`src/rtl/pae_pkg.sv`:
```
package pae_pkg;
  // strobes from control to datapath
  typedef struct packed {
    logic clearAll;  // restart: zero counters, flags, timer; capture mask
    logic run;       // evaluation window open
  } dpCtrl_t;
endpackage

```
`src/rtl/pae_datapath.sv`:
```
module pae_datapath
  import pae_pkg::*;
#(
  parameter int NUM_LANES      = 8,
  parameter int CONSEC_TS      = 8,
  parameter int TS1_TX_MIN     = 1024,
  parameter int TIMEOUT_CYCLES = 6000000,
  localparam int CNT_W         = $clog2(NUM_LANES + 1)
) (
  input  logic                 clk,
  input  logic                 rstN,
  input  dpCtrl_t              ctrl,
  input  logic [NUM_LANES-1:0] laneRxDet,
  input  logic [NUM_LANES-1:0] laneTsValid,
  input  logic [NUM_LANES-1:0] laneTsBad,
  input  logic [NUM_LANES-1:0] laneEiExit,
  input  logic                 txTs1Sent,
  output logic                 allTsDone,
  output logic                 anyDetected,
  output logic                 txDone,
  output logic                 timeoutHit,
  output logic [CNT_W-1:0]     eiCount
);
  localparam int TSC_W = $clog2(CONSEC_TS + 1);
  localparam int TX_W  = $clog2(TS1_TX_MIN + 1);
  localparam int TMR_W = $clog2(TIMEOUT_CYCLES + 1);

  logic [NUM_LANES-1:0] rxDetQ;
  logic [NUM_LANES-1:0] eiFlag;
  logic [NUM_LANES-1:0] tsDone;
  logic [NUM_LANES-1:0] qualify;
  logic [TSC_W-1:0]     tsCnt [NUM_LANES];
  logic [TX_W-1:0]      txCnt;
  logic [TMR_W-1:0]     timer;

  // receiver mask captured only on restart
  always_ff @(posedge clk) begin
    if (!rstN)              rxDetQ <= '0;
    else if (ctrl.clearAll) rxDetQ <= laneRxDet;
  end

  AST_MASK_HOLD: assert property (@(posedge clk) disable iff (!rstN)
    !ctrl.clearAll |=> $stable(rxDetQ));

  for (genvar i = 0; i < NUM_LANES; i++) begin : g_lane
    assign tsDone[i] = (tsCnt[i] == TSC_W'(CONSEC_TS));

    always_ff @(posedge clk) begin
      if (!rstN)              tsCnt[i] <= '0;
      else if (ctrl.clearAll) tsCnt[i] <= '0;
      else if (ctrl.run) begin
        if (laneTsBad[i])                    tsCnt[i] <= '0;
        else if (laneTsValid[i] && !tsDone[i]) tsCnt[i] <= tsCnt[i] + TSC_W'(1);
      end
    end

    always_ff @(posedge clk) begin
      if (!rstN)                           eiFlag[i] <= 1'b0;
      else if (ctrl.clearAll)              eiFlag[i] <= 1'b0;
      else if (ctrl.run && laneEiExit[i])  eiFlag[i] <= 1'b1;
    end

    AST_BAD_CLEARS: assert property (@(posedge clk) disable iff (!rstN)
      (ctrl.run && !ctrl.clearAll && laneTsBad[i]) |=> (tsCnt[i] == '0));
    AST_RUN_BOUNDED: assert property (@(posedge clk) disable iff (!rstN)
      tsCnt[i] <= TSC_W'(CONSEC_TS));
    AST_EI_STICKY: assert property (@(posedge clk) disable iff (!rstN)
      (eiFlag[i] && !ctrl.clearAll) |=> eiFlag[i]);
  end

  assign qualify     = rxDetQ & (eiFlag | tsDone);
  assign allTsDone   = &(tsDone | ~rxDetQ);
  assign anyDetected = |rxDetQ;

  always_comb begin
    eiCount = '0;
    for (int i = 0; i < NUM_LANES; i++) eiCount = eiCount + CNT_W'(qualify[i]);
  end

  // transmitted-set counter, saturating at the threshold
  always_ff @(posedge clk) begin
    if (!rstN)              txCnt <= '0;
    else if (ctrl.clearAll) txCnt <= '0;
    else if (ctrl.run && txTs1Sent && !txDone) txCnt <= txCnt + TX_W'(1);
  end
  assign txDone = (txCnt == TX_W'(TS1_TX_MIN));

  AST_TX_BOUNDED: assert property (@(posedge clk) disable iff (!rstN)
    txCnt <= TX_W'(TS1_TX_MIN));

  // window timer
  always_ff @(posedge clk) begin
    if (!rstN)              timer <= '0;
    else if (ctrl.clearAll) timer <= '0;
    else if (ctrl.run && !timeoutHit) timer <= timer + TMR_W'(1);
  end
  assign timeoutHit = ctrl.run && (timer == TMR_W'(TIMEOUT_CYCLES - 1));
endmodule

```
`src/rtl/pae_control.sv`:
```
module pae_control
  import pae_pkg::*;
#(
  parameter int NUM_LANES = 8,
  localparam int CNT_W    = $clog2(NUM_LANES + 1)
) (
  input  logic             clk,
  input  logic             rstN,
  input  logic             enterPoll,
  input  logic [CNT_W-1:0] minLanes,
  input  logic             allTsDone,
  input  logic             anyDetected,
  input  logic             txDone,
  input  logic             timeoutHit,
  input  logic [CNT_W-1:0] eiCount,
  output dpCtrl_t          ctrl,
  output logic             goConfig,
  output logic             goDetect
);
  logic             active;
  logic             earlyOk;
  logic             eiEnough;
  logic [CNT_W-1:0] minEff;

  assign minEff   = (minLanes == '0) ? CNT_W'(1) : minLanes;
  assign eiEnough = (eiCount >= minEff);
  assign earlyOk  = txDone && allTsDone && anyDetected;

  assign ctrl.clearAll = enterPoll;
  assign ctrl.run      = active;

  always_ff @(posedge clk) begin
    if (!rstN) begin
      active   <= 1'b0;
      goConfig <= 1'b0;
      goDetect <= 1'b0;
    end else begin
      goConfig <= 1'b0;
      goDetect <= 1'b0;
      if (enterPoll) begin
        active <= 1'b1;
      end else if (active) begin
        if (earlyOk) begin
          goConfig <= 1'b1;
          active   <= 1'b0;
        end else if (timeoutHit) begin
          if (eiEnough) goConfig <= 1'b1;
          else          goDetect <= 1'b1;
          active <= 1'b0;
        end
      end
    end
  end

  AST_NO_DUAL_EXIT: assert property (@(posedge clk) disable iff (!rstN)
    !(goConfig && goDetect));
  AST_SINGLE_PULSE: assert property (@(posedge clk) disable iff (!rstN)
    (goConfig || goDetect) |=> !(goConfig || goDetect));
  AST_DETECT_ON_TIMEOUT: assert property (@(posedge clk) disable iff (!rstN)
    goDetect |-> $past(timeoutHit));
  AST_EXIT_CLOSES: assert property (@(posedge clk) disable iff (!rstN)
    ((goConfig || goDetect) && !$past(enterPoll)) |-> !active);
endmodule

```
`src/rtl/poll_active_exit.sv`:
```
module poll_active_exit
  import pae_pkg::*;
#(
  parameter int NUM_LANES  = 8,
  parameter int CONSEC_TS  = 8,
  parameter int TS1_TX_MIN = 1024,
  parameter int CLK_KHZ    = 250000,
  parameter int TIMEOUT_MS = 24,
  localparam int TIMEOUT_CYCLES = TIMEOUT_MS * CLK_KHZ,
  localparam int CNT_W          = $clog2(NUM_LANES + 1)
) (
  input  logic                 clk,
  input  logic                 rstN,
  input  logic                 enterPoll,
  input  logic [NUM_LANES-1:0] laneRxDet,
  input  logic [NUM_LANES-1:0] laneTsValid,
  input  logic [NUM_LANES-1:0] laneTsBad,
  input  logic [NUM_LANES-1:0] laneEiExit,
  input  logic                 txTs1Sent,
  input  logic [CNT_W-1:0]     minLanes,
  output logic                 goConfig,
  output logic                 goDetect
);
  dpCtrl_t          ctrl;
  logic             allTsDone;
  logic             anyDetected;
  logic             txDone;
  logic             timeoutHit;
  logic [CNT_W-1:0] eiCount;

  pae_datapath #(
    .NUM_LANES(NUM_LANES), .CONSEC_TS(CONSEC_TS),
    .TS1_TX_MIN(TS1_TX_MIN), .TIMEOUT_CYCLES(TIMEOUT_CYCLES)
  ) dp_i (
    .clk(clk), .rstN(rstN), .ctrl(ctrl),
    .laneRxDet(laneRxDet), .laneTsValid(laneTsValid), .laneTsBad(laneTsBad),
    .laneEiExit(laneEiExit), .txTs1Sent(txTs1Sent),
    .allTsDone(allTsDone), .anyDetected(anyDetected), .txDone(txDone),
    .timeoutHit(timeoutHit), .eiCount(eiCount)
  );

  pae_control #(.NUM_LANES(NUM_LANES)) ctl_i (
    .clk(clk), .rstN(rstN), .enterPoll(enterPoll), .minLanes(minLanes),
    .allTsDone(allTsDone), .anyDetected(anyDetected), .txDone(txDone),
    .timeoutHit(timeoutHit), .eiCount(eiCount),
    .ctrl(ctrl), .goConfig(goConfig), .goDetect(goDetect)
  );
endmodule

```
`config.mk`:
```
export PLATFORM = sky130hd
export DESIGN_NAME = poll_active_exit
export DESIGN_NICKNAME = d
export VERILOG_FILES = /design/src/rtl/pae_pkg.sv /design/src/rtl/pae_datapath.sv /design/src/rtl/pae_control.sv /design/src/rtl/poll_active_exit.sv
export SDC_FILE = /design/constraint.sdc
export NUM_CORES = 1
export LEC_CHECK = 0
export BUFFER_PORTS_ARGS = -buffer_cell sky130_fd_sc_hd__buf_2
export CORE_AREA = 2 2 79 118
export CTS_CLUSTER_DIAMETER = 80
export DETAILED_ROUTE_END_ITERATION = 12
export DIE_AREA = 0 0 81 120
export PLACE_DENSITY = 0.75
export SETUP_SLACK_MARGIN = 0.15
export SYNTH_ARGS = -nofsm -noshare
export SYNTH_HDL_FRONTEND = slang
export SYNTH_SLANG_ARGS = --single-unit
```
`constraint.sdc`:
```
create_clock -name clk -period 4.3 [get_ports clk]
set_clock_uncertainty 0.1 [all_clocks]
set_input_delay 0.86 -clock clk [delete_from_list [all_inputs] [get_ports clk]]
set_output_delay 0.86 -clock clk [all_outputs]
set_load 0.01 [all_outputs]
```
# After elaboration in Yosys (flattened, before gate mapping)

Memory sizes are Yosys's and may differ from the RTL's.
Cells that the tools add are included.

Memories kept: 1
Output and inout port bits: 2
Register bits: 53
Memory bits (writable): 32
Bits of input ports: 40

Magnitude comparators: 1
$add $sub $neg: 17
Eq/ne operators: 10
Reduce and logical (&&, ||, !) cells: 38
Bitwise operators: 31
Mux-type cells: 125

Memory list:

| name       | depth | width | read ports | clocked after memory_dff | write ports | line               | source |
|---|---|---|---|---|---|---|---|
| dp_i.tsCnt | 8     | 4     | 8          | 0                        | 8           | pae_datapath.sv:32 | `logic [TSC_W-1:0] tsCnt [NUM_LANES];` |

Operators by type and width:

| kind                                                             | count |
|---|---|
| 1-bit 2-to-1 mux                                                 | 100 |
| 4-bit 2-to-1 mux                                                 | 25 |
| 4-bit by 1-bit adder with 4-bit output (second input constant)   | 8 |
| 4-bit == test (second input constant)                            | 8 |
| 4-bit by 1-bit adder with 4-bit output                           | 6 |
| 1-bit bitwise OR                                                 | 24 |
| 23-bit by 1-bit adder with 23-bit output (second input constant) | 1 |
| 23-bit == test (second input constant)                           | 1 |
| 1-bit logical AND                                                | 22 |
| 8-bit bitwise OR                                                 | 2 |
| 11-bit by 1-bit adder with 11-bit output (second input constant) | 1 |
| 11-bit == test (second input constant)                           | 1 |
| 1-bit logical NOT                                                | 10 |
| 8-bit bitwise AND                                                | 1 |
| 8-bit NOT                                                        | 1 |
| 8-bit AND reduction                                              | 1 |
| 8-bit OR reduction                                               | 1 |
| 5-bit OR reduction                                               | 1 |
| 4-bit >= comparator                                              | 1 |
| 4-bit logical NOT                                                | 1 |
| 1-bit NOT                                                        | 3 |
| 3-bit OR reduction                                               | 1 |
| 1-bit by 1-bit adder with 2-bit output                           | 1 |
| 2-bit OR reduction                                               | 1 |

# Logic depth before layout (Yosys ltp)

Gate-level depths: netlist of run 1.
An unclocked memory read counts as a cell.

Word-level depth: 15
Mapped depth: 18
Mapped depth without buffers: 18

# Cells and area by module

From an unflattened synthesis of run 1, not the netlist that was laid out.

Cells, all modules: 473
Area total of the unflattened synthesis: 4,545.6 µm²

By module, submodules not included:

| module       | seq. area each (µm²) | instances | cells an instance | area an instance (µm²) |
|---|---|---|---|---|
| pae_datapath | 1,961.9              | 1         | 445               | 4,305.4 |
| pae_control  | 60.1                 | 1         | 28                | 240.2 |

# Worst setup path before layout of run 1

Ideal clock, no wire load.

Kind: reg2reg
Start point: mem dp_i.tsCnt[0][0] in the netlist's numbering
End point: reg ctl_i.goDetect
Setup slack: 76 ps
Buffers on the path: 0
Cell stages (with the launch flop): 19
Arrival: 4,064 ps
Period minus slack after synthesis: 4,224 ps
Cell sequence: edfxtp_1 -> inv_1 -> ha_1 -> nand3b_1 -> a21boi_0 -> ha_1 -> inv_1 -> fa_1 -> inv_1 -> fa_1 -> fa_1 -> inv_1 -> fa_1 -> inv_1 -> ha_1 -> a21o_1 -> a211o_1 -> a2bb2oi_1 -> and3_1

RTL lines:

| item                   | line               | source |
|---|---|---|
| start: declaration     | pae_datapath.sv:32 |  |
| end signal: assignment | pae_control.sv:36  | `goDetect <= 1'b0;` |
| end signal: assignment | pae_control.sv:39  | `goDetect <= 1'b0;` |
| end signal: assignment | pae_control.sv:48  | `else goDetect <= 1'b1;` |
| end: declaration       | pae_control.sv:18  | `output logic goDetect` |

==> results of run 1 <==
[metrics by stage]
step	utilization (%)	power, uW	setup TNS (ps)	worst slack (ps)	hold slack [ps]
2_1_floorplan	-	982	0	163	328
3_3_place_gp	56.1	1020	0	122	353
3_5_place_dp	56.1	1030	0	10.2	364
4_1_cts	59.8	1800	0	159	379
5_1_grt	59.9	1850	-104	-84.0	404
6_report	59.9	1790	0	158	374
[worst register-to-register path, cell delays in order, from the launching register on]
cell       delay (ps)
edfxtp_1          350
inv_1              50
ha_1              170
nand3b_1          100
a21boi_1           80
ha_1              270
inv_1              50
fa_1              520
inv_1              50
fa_1              470
fa_2              360
inv_2              60
fa_1              400
inv_1              70
ha_1              230
a21o_1            160
a211o_1           280
a2bb2oi_1         130
and3_1            160
[synthesized netlist by cell type, types with 2 or more instances]
library cell	n	area (um2)
a21boi_0	9	67.6
a21oi_1	35	175
a22oi_1	3	22.5
and3_1	5	31.3
and3_2	2	15.0
and4_1	3	26.3
buf_2	3	15.0
buf_6	3	33.8
clkbuf_1	8	30.0
dfxtp_1	53	1060
edfxtp_1	32	961
fa_1	4	80.1
ha_1	26	325
inv_1	49	184
mux2i_1	8	80.1
nand2_1	24	90.1
nand2b_1	3	18.8
nand3_1	24	120
nand3b_1	8	60.1
nand4_1	7	43.8
nand4b_1	8	70.1
nor2_1	61	229
nor2b_1	11	68.8
nor3_1	3	15.0
nor4_1	5	31.3
nor4b_1	3	26.3
o211ai_1	4	30.0
o21a_1	2	15.0
o21ai_0	8	40.0
o31ai_1	8	60.1
o41ai_1	2	17.5
or2_2	2	12.5
or3_1	8	50.1
or4_1	10	75.1
xnor2_1	14	123
xor2_1	18	158
[cells by family after synthesis]
logic type / count (synthesis)
AND/OR/NAND/NOR: 193
flip-flops: 85
AO/OA/AOI/OAI: 78
buffers and inverters: 65
XOR/XNOR: 32
adder cells (fa/ha/maj): 30
multiplexers: 8
[area by class of cell]
cell class                      instances  area (um2)  share of cell area (%)
Timing Repair Buffer                   53         295                    5.65
Sequential cell                        85        2020                    38.7
Multi-Input combinational cell        341        2300                    43.9
Inverter                               49         184                    3.52
Clock buffer                           10         229                    4.38
Clock inverter                          6        62.6                    1.20
Tap cell                              110         138                    2.63
[state kept, by name, summed over array words and instances, names as in the netlist]
signal and flops:
dp_i.tsCnt 32, dp_i.timer 23, dp_i.txCnt 11, dp_i.eiFlag 8, dp_i.rxDetQ 8, ctl_i.active 1, ctl_i.goConfig 1, ctl_i.goDetect 1
[where the power goes]
part,total [uW],switching [uW],internal (uW)
sequential,883,24.0,859
clock,767,318,449
combinational,135,72.8,62.3
total,1790,415,1370
[layer usage]
layer	GRT usage [%]	up-vias	wire length, um
met3	4.44	15	367
met5	0	-	0
met1	25.0	1687	3920
met2	39.1	55	5180
met4	10.1	0	233
li1	-	1825	-
[final timing paths]
check | slack, ps | cells past startpoint | to
worst min register to register | 370 | 2 | dp_i.eiFlag[0]$_SDFFE_PP0P_
worst max-delay path | 160 | 18 | ctl_i.goDetect$_SDFF_PP0_
worst min-delay path | 370 | 2 | dp_i.eiFlag[0]$_SDFFE_PP0P_
worst max register to register | 160 | 18 | ctl_i.goDetect$_SDFF_PP0_
[timing repair]
action,in CTS,in global routing
gates resized for setup,3,1
endpoints found under the setup margin,2,2
pin swaps,4,0
buffers inserted,4,1
==> results.py, run 1 <==
metrics = {
    "worst_hold_path": {
        "hold_path_class": "reg2reg",
        "min_from": "dp_i.eiFlag[0]$_SDFFE_PP0P_",
    },
    "yosys": {
        "synth_nets": 561,
        "muxShareOfSynthArea_pct": 1.74,
        "ys_seq_area_share_pct": 44.0,
        "synth_xor_area_share_pct": 6.10,
        "async_flop_share_pct": 0,
        "synth_area_um2": 4590,
        "ys_types": 51,
        "synth-adder-area-share_pct": 8.83,
        "synth-seq-cells": 85,
        "syn_inst": 491,
        "synth_top_family_by_area": "simple AND/OR/NAND/NOR gates",
        "ys.flop_type": "dfxtp_1",
        "syn_avg_cell_area_um2": 9.35,
        "synthSimpleGateAreaFrac_pct": 22.6,
        "synth_compound_area_share_pct": 10.7,
        "yosys_warnings": 0,
        "synth-edff-count": 32,
    },
    "route": {
        "dr.pass1.iters": 4,
        "drt_iter0_drc": 186,
        "dr_total_vias": 3582,
        "viasPerCell": 5.48,
        "ant_nets": 0,
        "drc": 0,
        "routedWlPerCell_um": 14.8,
        "drt_wl_total_um": 9710,
    },
    "place": {
        "dp.cells": 633,
        "hpwl_um": 7230,
        "port-buffer-count": 41,
        "gp_congestion": 0.836,
        "dpl_cell_area_um2": 4900,
    },
    "cells_and_area": {
        "fill_cells": 805,
        "stdcell_count": 654,
        "fin_area_um2": 5230,
        "drive_gt1_share_pct": 14.7,
        "final_cell_mix": "nor2_1, dfxtp_1, inv_1, buf_2, a21oi_1",
        "final_common_cell": "nor2_1",
        "final_nets": 609,
        "syn2layout_area_growth_pct": 13.8,
        "antenna_cells": 0,
    },
    "timing": {
        "finalSetupViolations": 0,
        "min_period_ps": 4140,
        "worst_pin_slew_ps": 805,
        "drv_slew": 0,
        "fmax_ghz": 0.241,
        "finalHoldViolCount": 0,
        "min_period_over_period_pct": 96.3,
        "slew_headroom_pct": 46.3,
        "grt_setup_unrepaired": "true",
    },
    "global_route": {
        "grt_overflow": 0,
        "antenna_found_initial": 0,
        "grt_pass1_wl_um": 16700,
        "grt_max_degree": 38,
        "grt_util_all_layers_pct": 22.1,
        "grt_pass1_vias": 3740,
    },
    "floorplan": {
        "die_h_um": 120,
        "dieArea_um2": 9720,
        "io_pins": 42,
        "rows": 42,
        "core-area_um2": 8720,
        "initial_core_util_pct": 52.6,
        "die_w_um": 81,
    },
    "worst_setup_path": {
        "crit_path_cell_trace": "inv_1 -> ha_1 -> nand3b_1 -> a21boi_1 -> ha_1 -> inv_1 -> fa_1 -> inv_1 -> fa_1 -> fa_2 -> inv_2 -> fa_1 -> inv_1 -> ha_1 -> a21o_1 -> a211o_1 -> a2bb2oi_1 -> and3_1",
        "critical_path.max_stage_delay_ps": 520,
        "path_class": "reg2reg",
        "critPathBufInv": 5,
        "reg2reg_from": "dp_i.tsCnt[0][5]$_SDFFCE_PN0P_",
        "crit_top_cell": "inv_1",
        "end_kind": "flop",
        "cp.required_ps": 4490,
        "cp_max_fo": 2,
        "critPathTopFamily": "adder cells",
        "startpoint": "dp_i.tsCnt[0][5]$_SDFFCE_PN0P_",
        "crit_arrival_ps": 4330,
        "start_kind": "flop",
        "cpMaxStageDelayCell": "fa_1",
    },
    "clocking": {
        "cts.sinks": 85,
        "clk_pin_slew_ps": 60,
        "cts_buffers": 9,
        "cts-root-buf": "clkbuf_16",
        "cts_tree": "built",
        "hold_buffers": 0,
        "cts_max_level": 3,
        "clk_path_buf_depth": 2,
        "worst_skew_pair.late_latency_ps": 340,
    },
    "power": {
        "p_leak_uw": 0.00202,
        "pwr_density_cell_nw_per_um2": 342,
        "max-vdd-ir-drop_uv": 297,
    },
    "run": {
        "maxCapViolations": 0,
    },
    "outcome": {
        "outcome": "finished, final reports clean",
    },
}
(Power assumes the default switching activity.)
==> run 2, diff against run 1 <==
--- a/config.mk
+++ b/config.mk
@@ -7,7 +7,8 @@
 export LEC_CHECK = 0
+export ABC_AREA = 1
 export BUFFER_PORTS_ARGS = -buffer_cell sky130_fd_sc_hd__buf_2
-export CORE_AREA = 2 2 79 118
+export CORE_AREA = 2 2 82 123
 export CTS_CLUSTER_DIAMETER = 80
 export DETAILED_ROUTE_END_ITERATION = 12
-export DIE_AREA = 0 0 81 120
+export DIE_AREA = 0 0 84 125
 export PLACE_DENSITY = 0.75
==> constraint.sdc (replaced) <==
create_clock -name clk -period 4.3 [get_ports clk]
set_clock_uncertainty 0.1 [all_clocks]
set_input_delay 0.43 -clock clk [delete_from_list [all_inputs] [get_ports clk]]
set_output_delay 0.43 -clock clk [all_outputs]
set_load 0.01 [all_outputs]
==> results.py, run 2 <==
metrics = {
    "worst_setup_path": {
        "end_kind": "flop",
        "crit_arrival_ps": 4340,
        "cp.required_ps": 4480,
        "r2r_slack_ps": 140,
        "crit_path_cell_trace": "inv_2 -> ha_4 -> nand3b_1 -> a21oi_2 -> ha_1 -> inv_2 -> fa_1 -> inv_2 -> fa_1 -> fa_2 -> inv_2 -> fa_1 -> inv_2 -> ha_4 -> inv_2 -> nor2_1 -> o211ai_1 -> nand3_1 -> inv_1 -> nand3_1 -> nor2_1",
        "crit_top_cell": "inv_2",
        "critPathBufInv": 7,
        "critPathTopFamily": "adder cells",
        "cpMaxStageDelayCell": "fa_1",
        "start_kind": "flop",
        "cp_max_fo": 2,
        "critical_path.max_stage_delay_ps": 570,
        "path_class": "reg2reg",
    },
    "power": {
        "p_leak_uw": 0.00226,
        "pwr_density_cell_nw_per_um2": 325,
        "design_power_total_uw": 1850,
        "max-vdd-ir-drop_uv": 235,
    },
    "clocking": {
        "cts_max_level": 3,
        "clk_pin_slew_ps": 60,
        "cts_tree": "built",
        "worst_skew_pair.late_latency_ps": 340,
        "cts.sinks": 85,
        "hold_buffers": 0,
        "clk_path_buf_depth": 2,
        "cts_buffers": 9,
        "cts-root-buf": "clkbuf_16",
    },
    "timing": {
        "worst_pin_slew_ps": 885,
        "finalSetupViolations": 0,
        "min_period_over_period_pct": 96.9,
        "grt_setup_unrepaired": "true",
        "finalHoldViolCount": 0,
        "drv_slew": 0,
        "slew_headroom_pct": 40.9,
        "min_period_ps": 4160,
        "fmax_ghz": 0.240,
    },
    "floorplan": {
        "die_h_um": 125,
        "initial_core_util_pct": 52.6,
        "core-area_um2": 9520,
        "die_w_um": 84,
        "rows": 44,
        "dieArea_um2": 10500,
        "io_pins": 42,
    },
    "yosys": {
        "synth_nets": 721,
        "yosysTopAreaCell": "dfxtp_1",
        "synth-edff-count": 32,
        "ys_types": 33,
        "synth_area_leaders": "dfxtp_1, edfxtp_1, nand2_1",
        "synth-seq-cells": 85,
        "ys.flop_type": "dfxtp_1",
        "syn_inst": 651,
        "yosys_warnings": 0,
        "syn_avg_cell_area_um2": 7.69,
        "ys_seq_area_share_pct": 40.4,
        "yosysMostFrequentCell": "nand2_1",
        "async_flop_share_pct": 0,
        "synth_area_um2": 5010,
        "yosys.area.top_type_share_pct": 21.2,
        "synthTopCellsByCount": "nand2_1, inv_1, nor2_1",
    },
    "global_route": {
        "grt_overflow": 0,
        "grt_max_degree": 47,
        "grt_pass1_vias": 4247,
        "grt_util_all_layers_pct": 22.2,
        "grt_pass1_wl_um": 18800,
        "antenna_found_initial": 0,
    },
    "route": {
        "dr_total_vias": 4339,
        "drt_wl_total_um": 11200,
        "routedWlPerCell_um": 13.7,
        "ant_nets": 0,
        "drc": 0,
        "dr.pass1.iters": 5,
        "viasPerCell": 5.31,
        "drt_iter0_drc": 210,
    },
    "cells_and_area": {
        "finish.utilization_pct": 59.7,
        "multi_input_area_um2": 2560,
        "final_common_cell": "nand2_1",
        "fin_area_um2": 5680,
        "final_cell_mix": "nand2_1, nor2_1, inv_1, dfxtp_1, nand3_1",
        "stdcell_count": 817,
        "antenna_cells": 0,
        "largest_reg_flops": 32,
        "reg_top3": "dp_i.tsCnt: 32 flops, dp_i.timer: 23 flops, dp_i.txCnt: 11 flops",
        "top_register": "dp_i.tsCnt",
        "seqCellArea_um2": 2020,
        "drive_gt1_share_pct": 14.2,
        "fill_cells": 829,
        "syn2layout_area_growth_pct": 13.5,
        "final_nets": 767,
    },
    "place": {
        "dpl_cell_area_um2": 5290,
        "port-buffer-count": 41,
        "dp.cells": 794,
        "hpwl_um": 8190,
        "gp_congestion": 0.908,
    },
    "worst_hold_path": {
        "hold_path_class": "in2reg",
    },
    "run": {
        "maxCapViolations": 0,
    },
    "outcome": {
        "outcome": "finished, final reports clean",
    },
}
## run 2: cell type report
cell class	instances	area share, %
Clock buffer	12	4.71
Clock inverter	4	0.793
Inverter	98	6.47
Multi-Input combinational cell	453	45.1
Sequential cell	85	35.6
Tap cell	115	2.53
Timing Repair Buffer	50	4.80
## run 2: cell families (layout without fill, tap and decap cells)
| group | after synthesis | in the layout | synth area share (%) |
|---|---|---|---|
| XOR/XNOR | 31 | 31 | 5.42 |
| adder cells (fa/ha/maj) | 30 | 30 | 8.10 |
| buffers and inverters | 113 | 164 | 9.07 |
| AO/OA/AOI/OAI | 70 | 70 | 7.80 |
| flip-flops | 85 | 85 | 40.4 |
| AND/OR/NAND/NOR | 322 | 322 | 29.2 |
## run 2: worst paths after layout
path	cells after the start	end	from
hold reg to reg	2	dp_i.eiFlag[5]$_SDFFE_PP0P_	dp_i.eiFlag[5]$_SDFFE_PP0P_
setup reg to reg	21	ctl_i.goDetect$_SDFF_PP0_	dp_i.tsCnt[0][4]$_SDFFCE_PN0P_
setup / recovery	21	ctl_i.goDetect$_SDFF_PP0_	dp_i.tsCnt[0][4]$_SDFFCE_PN0P_
hold / removal	3	dp_i.eiFlag[5]$_SDFFE_PP0P_	laneEiExit[5]
## run 2: per-layer routing
metal,GRT usage [%],up-vias,wire (um)
met5,0,-,0
met4,9.20,0,306
met3,4.36,28,461
met2,41.6,104,5950
met1,23.9,2008,4490
li1,-,2199,-
## run 2: power by group
group | internal, uW | leakage [uW] | switching [uW]
registers | 862 | 0.000793 | 20.4
logic | 59.8 | 0.00132 | 103
clock network | 497 | 0.000149 | 303
total | 1420 | 0.00226 | 426
## run 2: stage by stage
stage               hold slack (ps)  TNS, ps  setup slack (ps)
floorplan                       332        0               282
global placement                351        0               146
detailed placement              357    -20.5             -19.2
CTS                             214        0               176
global route                    242    -17.5             -17.5
finish                          215        0               135
## run 2: worst min-delay path, stage by stage
cell     delay (ps)
buf_2            80
a21oi_1          50
nor2_1           70
## run 2: repair_timing
item / 4_1_cts / 5_1_grt
pin swaps: 5 / 13
setup buffers: 3 / 4
setup endpoints to repair: 2 / 2
resized for setup: 1 / 12
gates cloned: 0 / 0
==> run 3, diff against run 2 <==
PLACE_DENSITY = 0.76   (was 0.75)
SYNTH_HIERARCHICAL = 1   (was unset)
==> results.py, run 3 <==
metrics = {
    "clocking": {
        "worst_skew_pair.late_latency_ps": 340,
        "hold_buffers": 0,
        "cts-root-buf": "clkbuf_16",
        "clk_path_buf_depth": 2,
        "cts_buffers": 9,
        "cts_max_level": 3,
        "cts_tree": "built",
        "cts.sinks": 85,
        "clk_pin_slew_ps": 60,
    },
    "yosys": {
        "synthTopCellsByCount": "nand2_1, inv_1, nor2_1",
        "synth-edff-count": 32,
        "synth_nets": 701,
        "syn_avg_cell_area_um2": 8.05,
        "yosysMostFrequentCell": "nand2_1",
        "synth-seq-cells": 85,
        "ys_types": 36,
        "async_flop_share_pct": 0,
        "yosys_warnings": 6,
        "synth_area_leaders": "dfxtp_1, edfxtp_1, nand2_1",
        "synth_area_um2": 5080,
        "ys.flop_type": "dfxtp_1",
        "ys_seq_area_share_pct": 39.8,
        "yosys.area.top_type_share_pct": 20.9,
        "syn_inst": 631,
        "yosysTopAreaCell": "dfxtp_1",
    },
    "power": {
        "p_leak_uw": 0.00225,
        "max-vdd-ir-drop_uv": 266,
        "pwr_density_cell_nw_per_um2": 303,
    },
    "floorplan": {
        "io_pins": 42,
        "die_h_um": 125,
        "rows": 44,
        "core-area_um2": 9520,
        "dieArea_um2": 10500,
        "die_w_um": 84,
        "initial_core_util_pct": 53.4,
    },
    "place": {
        "hpwl_um": 7880,
        "port-buffer-count": 41,
        "dpl_cell_area_um2": 5410,
        "gp_congestion": 0.860,
    },
    "worst_hold_path": {
        "hold_path_class": "in2reg",
    },
    "cells_and_area": {
        "final_cell_mix": "nand2_1, inv_1, nor2_1, dfxtp_1, a21oi_1",
        "finish.utilization_pct": 60.6,
        "drive_gt1_share_pct": 21.3,
        "fin_area_um2": 5770,
        "syn2layout_area_growth_pct": 13.5,
        "final_nets": 754,
        "largest_reg_flops": 32,
        "fill_cells": 839,
        "top_register": "dp_i/tsCnt",
        "final_common_cell": "nand2_1",
        "reg_top3": "dp_i/tsCnt: 32 flops, dp_i/timer: 23 flops, dp_i/txCnt: 11 flops",
    },
    "timing": {
        "setup_tns_ps": 0,
        "drv_slew": 0,
        "finalHoldViolCount": 0,
        "fmax_ghz": 0.243,
        "min_period_ps": 4110,
        "min_period_over_period_pct": 95.6,
        "worst_pin_slew_ps": 834,
        "slew_headroom_pct": 44.3,
        "finalSetupViolations": 0,
        "grt_setup_unrepaired": "true",
    },
    "global_route": {
        "grt_overflow": 0,
        "grt_util_all_layers_pct": 21.2,
        "grt_pass1_vias": 4146,
        "antenna_found_initial": 1,
        "grt_max_degree": 36,
        "grt_pass1_wl_um": 18100,
    },
    "worst_setup_path": {
        "cp.required_ps": 4470,
        "path_class": "reg2reg",
        "critical_path.max_stage_delay_ps": 570,
        "crit_arrival_ps": 4280,
        "end_kind": "flop",
        "critPathBufInv": 5,
        "crit_path_cell_trace": "inv_1 -> ha_2 -> nand3b_1 -> a21boi_2 -> fa_1 -> inv_2 -> fa_1 -> inv_1 -> fa_1 -> ha_2 -> inv_2 -> fa_2 -> inv_2 -> ha_4 -> nand2_2 -> nand2_2 -> nand2_1 -> nand3_2 -> nand2_2 -> a21oi_2",
        "start_kind": "flop",
        "cp_max_fo": 2,
        "critPathTopFamily": "adder cells",
        "cpMaxStageDelayCell": "fa_1",
    },
    "route": {
        "dr.pass1.iters": 4,
        "routedWlPerCell_um": 13.4,
        "drc": 0,
        "viasPerCell": 5.20,
        "ant_nets": 0,
        "drt_wl_total_um": 10800,
        "highest_layer": "met4",
        "wl_met3_um": 417,
        "drt_iter0_drc": 148,
        "met1_length_um": 4490,
        "dr_total_vias": 4190,
        "met2_length_um": 5610,
    },
    "run": {
        "maxCapViolations": 0,
    },
    "outcome": {
        "outcome": "finished, final reports clean",
    },
}
-- run 3: cell types whose count changed in the layout (fill, tap and decap cells not counted), moves of 7 or more --
cell,change
nor2_1,-22
nor2_2,+30
a21oi_1,+12
nand2_1,-8
nand4_1,-13
inv_1,-8
nand3_4,+7
-- run 3: worst paths after layout --
| check | from | to | slack (ps) | depth (start not counted) |
|---|---|---|---|---|
| worst max-delay path | dp_i/tsCnt[0][0]$_SDFFCE_PN0P_ | ctl_i/goConfig$_SDFF_PP0_ | 190 | 20 |
| worst min-delay path | laneRxDet[4] | dp_i/rxDetQ[4]$_SDFFE_PN0P_ | 220 | 3 |
| worst max register to register | dp_i/tsCnt[0][0]$_SDFFCE_PN0P_ | ctl_i/goConfig$_SDFF_PP0_ | 190 | 20 |
| worst min register to register | dp_i/eiFlag[5]$_SDFFE_PP0P_ | dp_i/eiFlag[5]$_SDFFE_PP0P_ | 360 | 2 |
-- run 3: kinds of logic after synthesis --
kind of cell / share of synthesized area [%]
flops: 39.8
buf+inv: 7.80
xor+xnor: 4.48
compound gates: 7.63
simple gates: 32.3
fa+ha+maj: 7.98
-- run 3: what timing repair did --
item	in CTS	in global routing
buffers inserted	6	0
hold endpoints to repair	0	0
endpoints found under the setup margin	2	2
pin swaps	5	3
resized for setup	5	15
-- run 3: worst reg2reg max path, stage by stage, from the launching register on --
cell      delay (ps)
edfxtp_1         350
inv_1             60
ha_2             170
nand3b_1         120
a21boi_2          80
fa_1             570
inv_2             50
fa_1             520
inv_1             50
fa_1             490
ha_2             190
inv_2             40
fa_2             520
inv_2             50
ha_4             260
nand2_2           50
nand2_2           50
nand2_1           70
nand3_2           90
nand2_2           60
a21oi_2          110
-- run 3: where the power goes --
part | switching (uW) | internal, uW
Combinational | 103 | 65.7
Clock | 305 | 391
Sequential | 25.3 | 860
-- run 3: per-layer routing --
metal	GRT usage (%)	vias up
met5	0	-
met4	10.3	0
met3	4.36	27
met2	38.4	87
met1	23.4	1939
li1	-	2137
-- run 3: layout make-up --
cell class	count	area [um2]	share of cell area, %
Clock inverter	4	26.3	0.455
Timing Repair Buffer	52	288	4.99
Tap cell	115	144	2.49
Clock buffer	12	236	4.10
Inverter	88	338	5.85
Antenna cell	1	2.50	0.0434
Multi-Input combinational cell	448	2710	47.0
Sequential cell	85	2020	35.0
-- run 3: through the flow --
stage | std cells | hold slack (ps) | worst slack [ps] | power (uW)
after detailed placement | 782 | 357 | 16.7 | 1060
final | 805 | 216 | 188 | 1750
after global placement | 782 | 348 | 180 | 1050
after global routing | 805 | 217 | 70.6 | 1820
after CTS | 804 | 210 | 177 | 1760
after floorplan | 631 | 332 | 182 | 1000
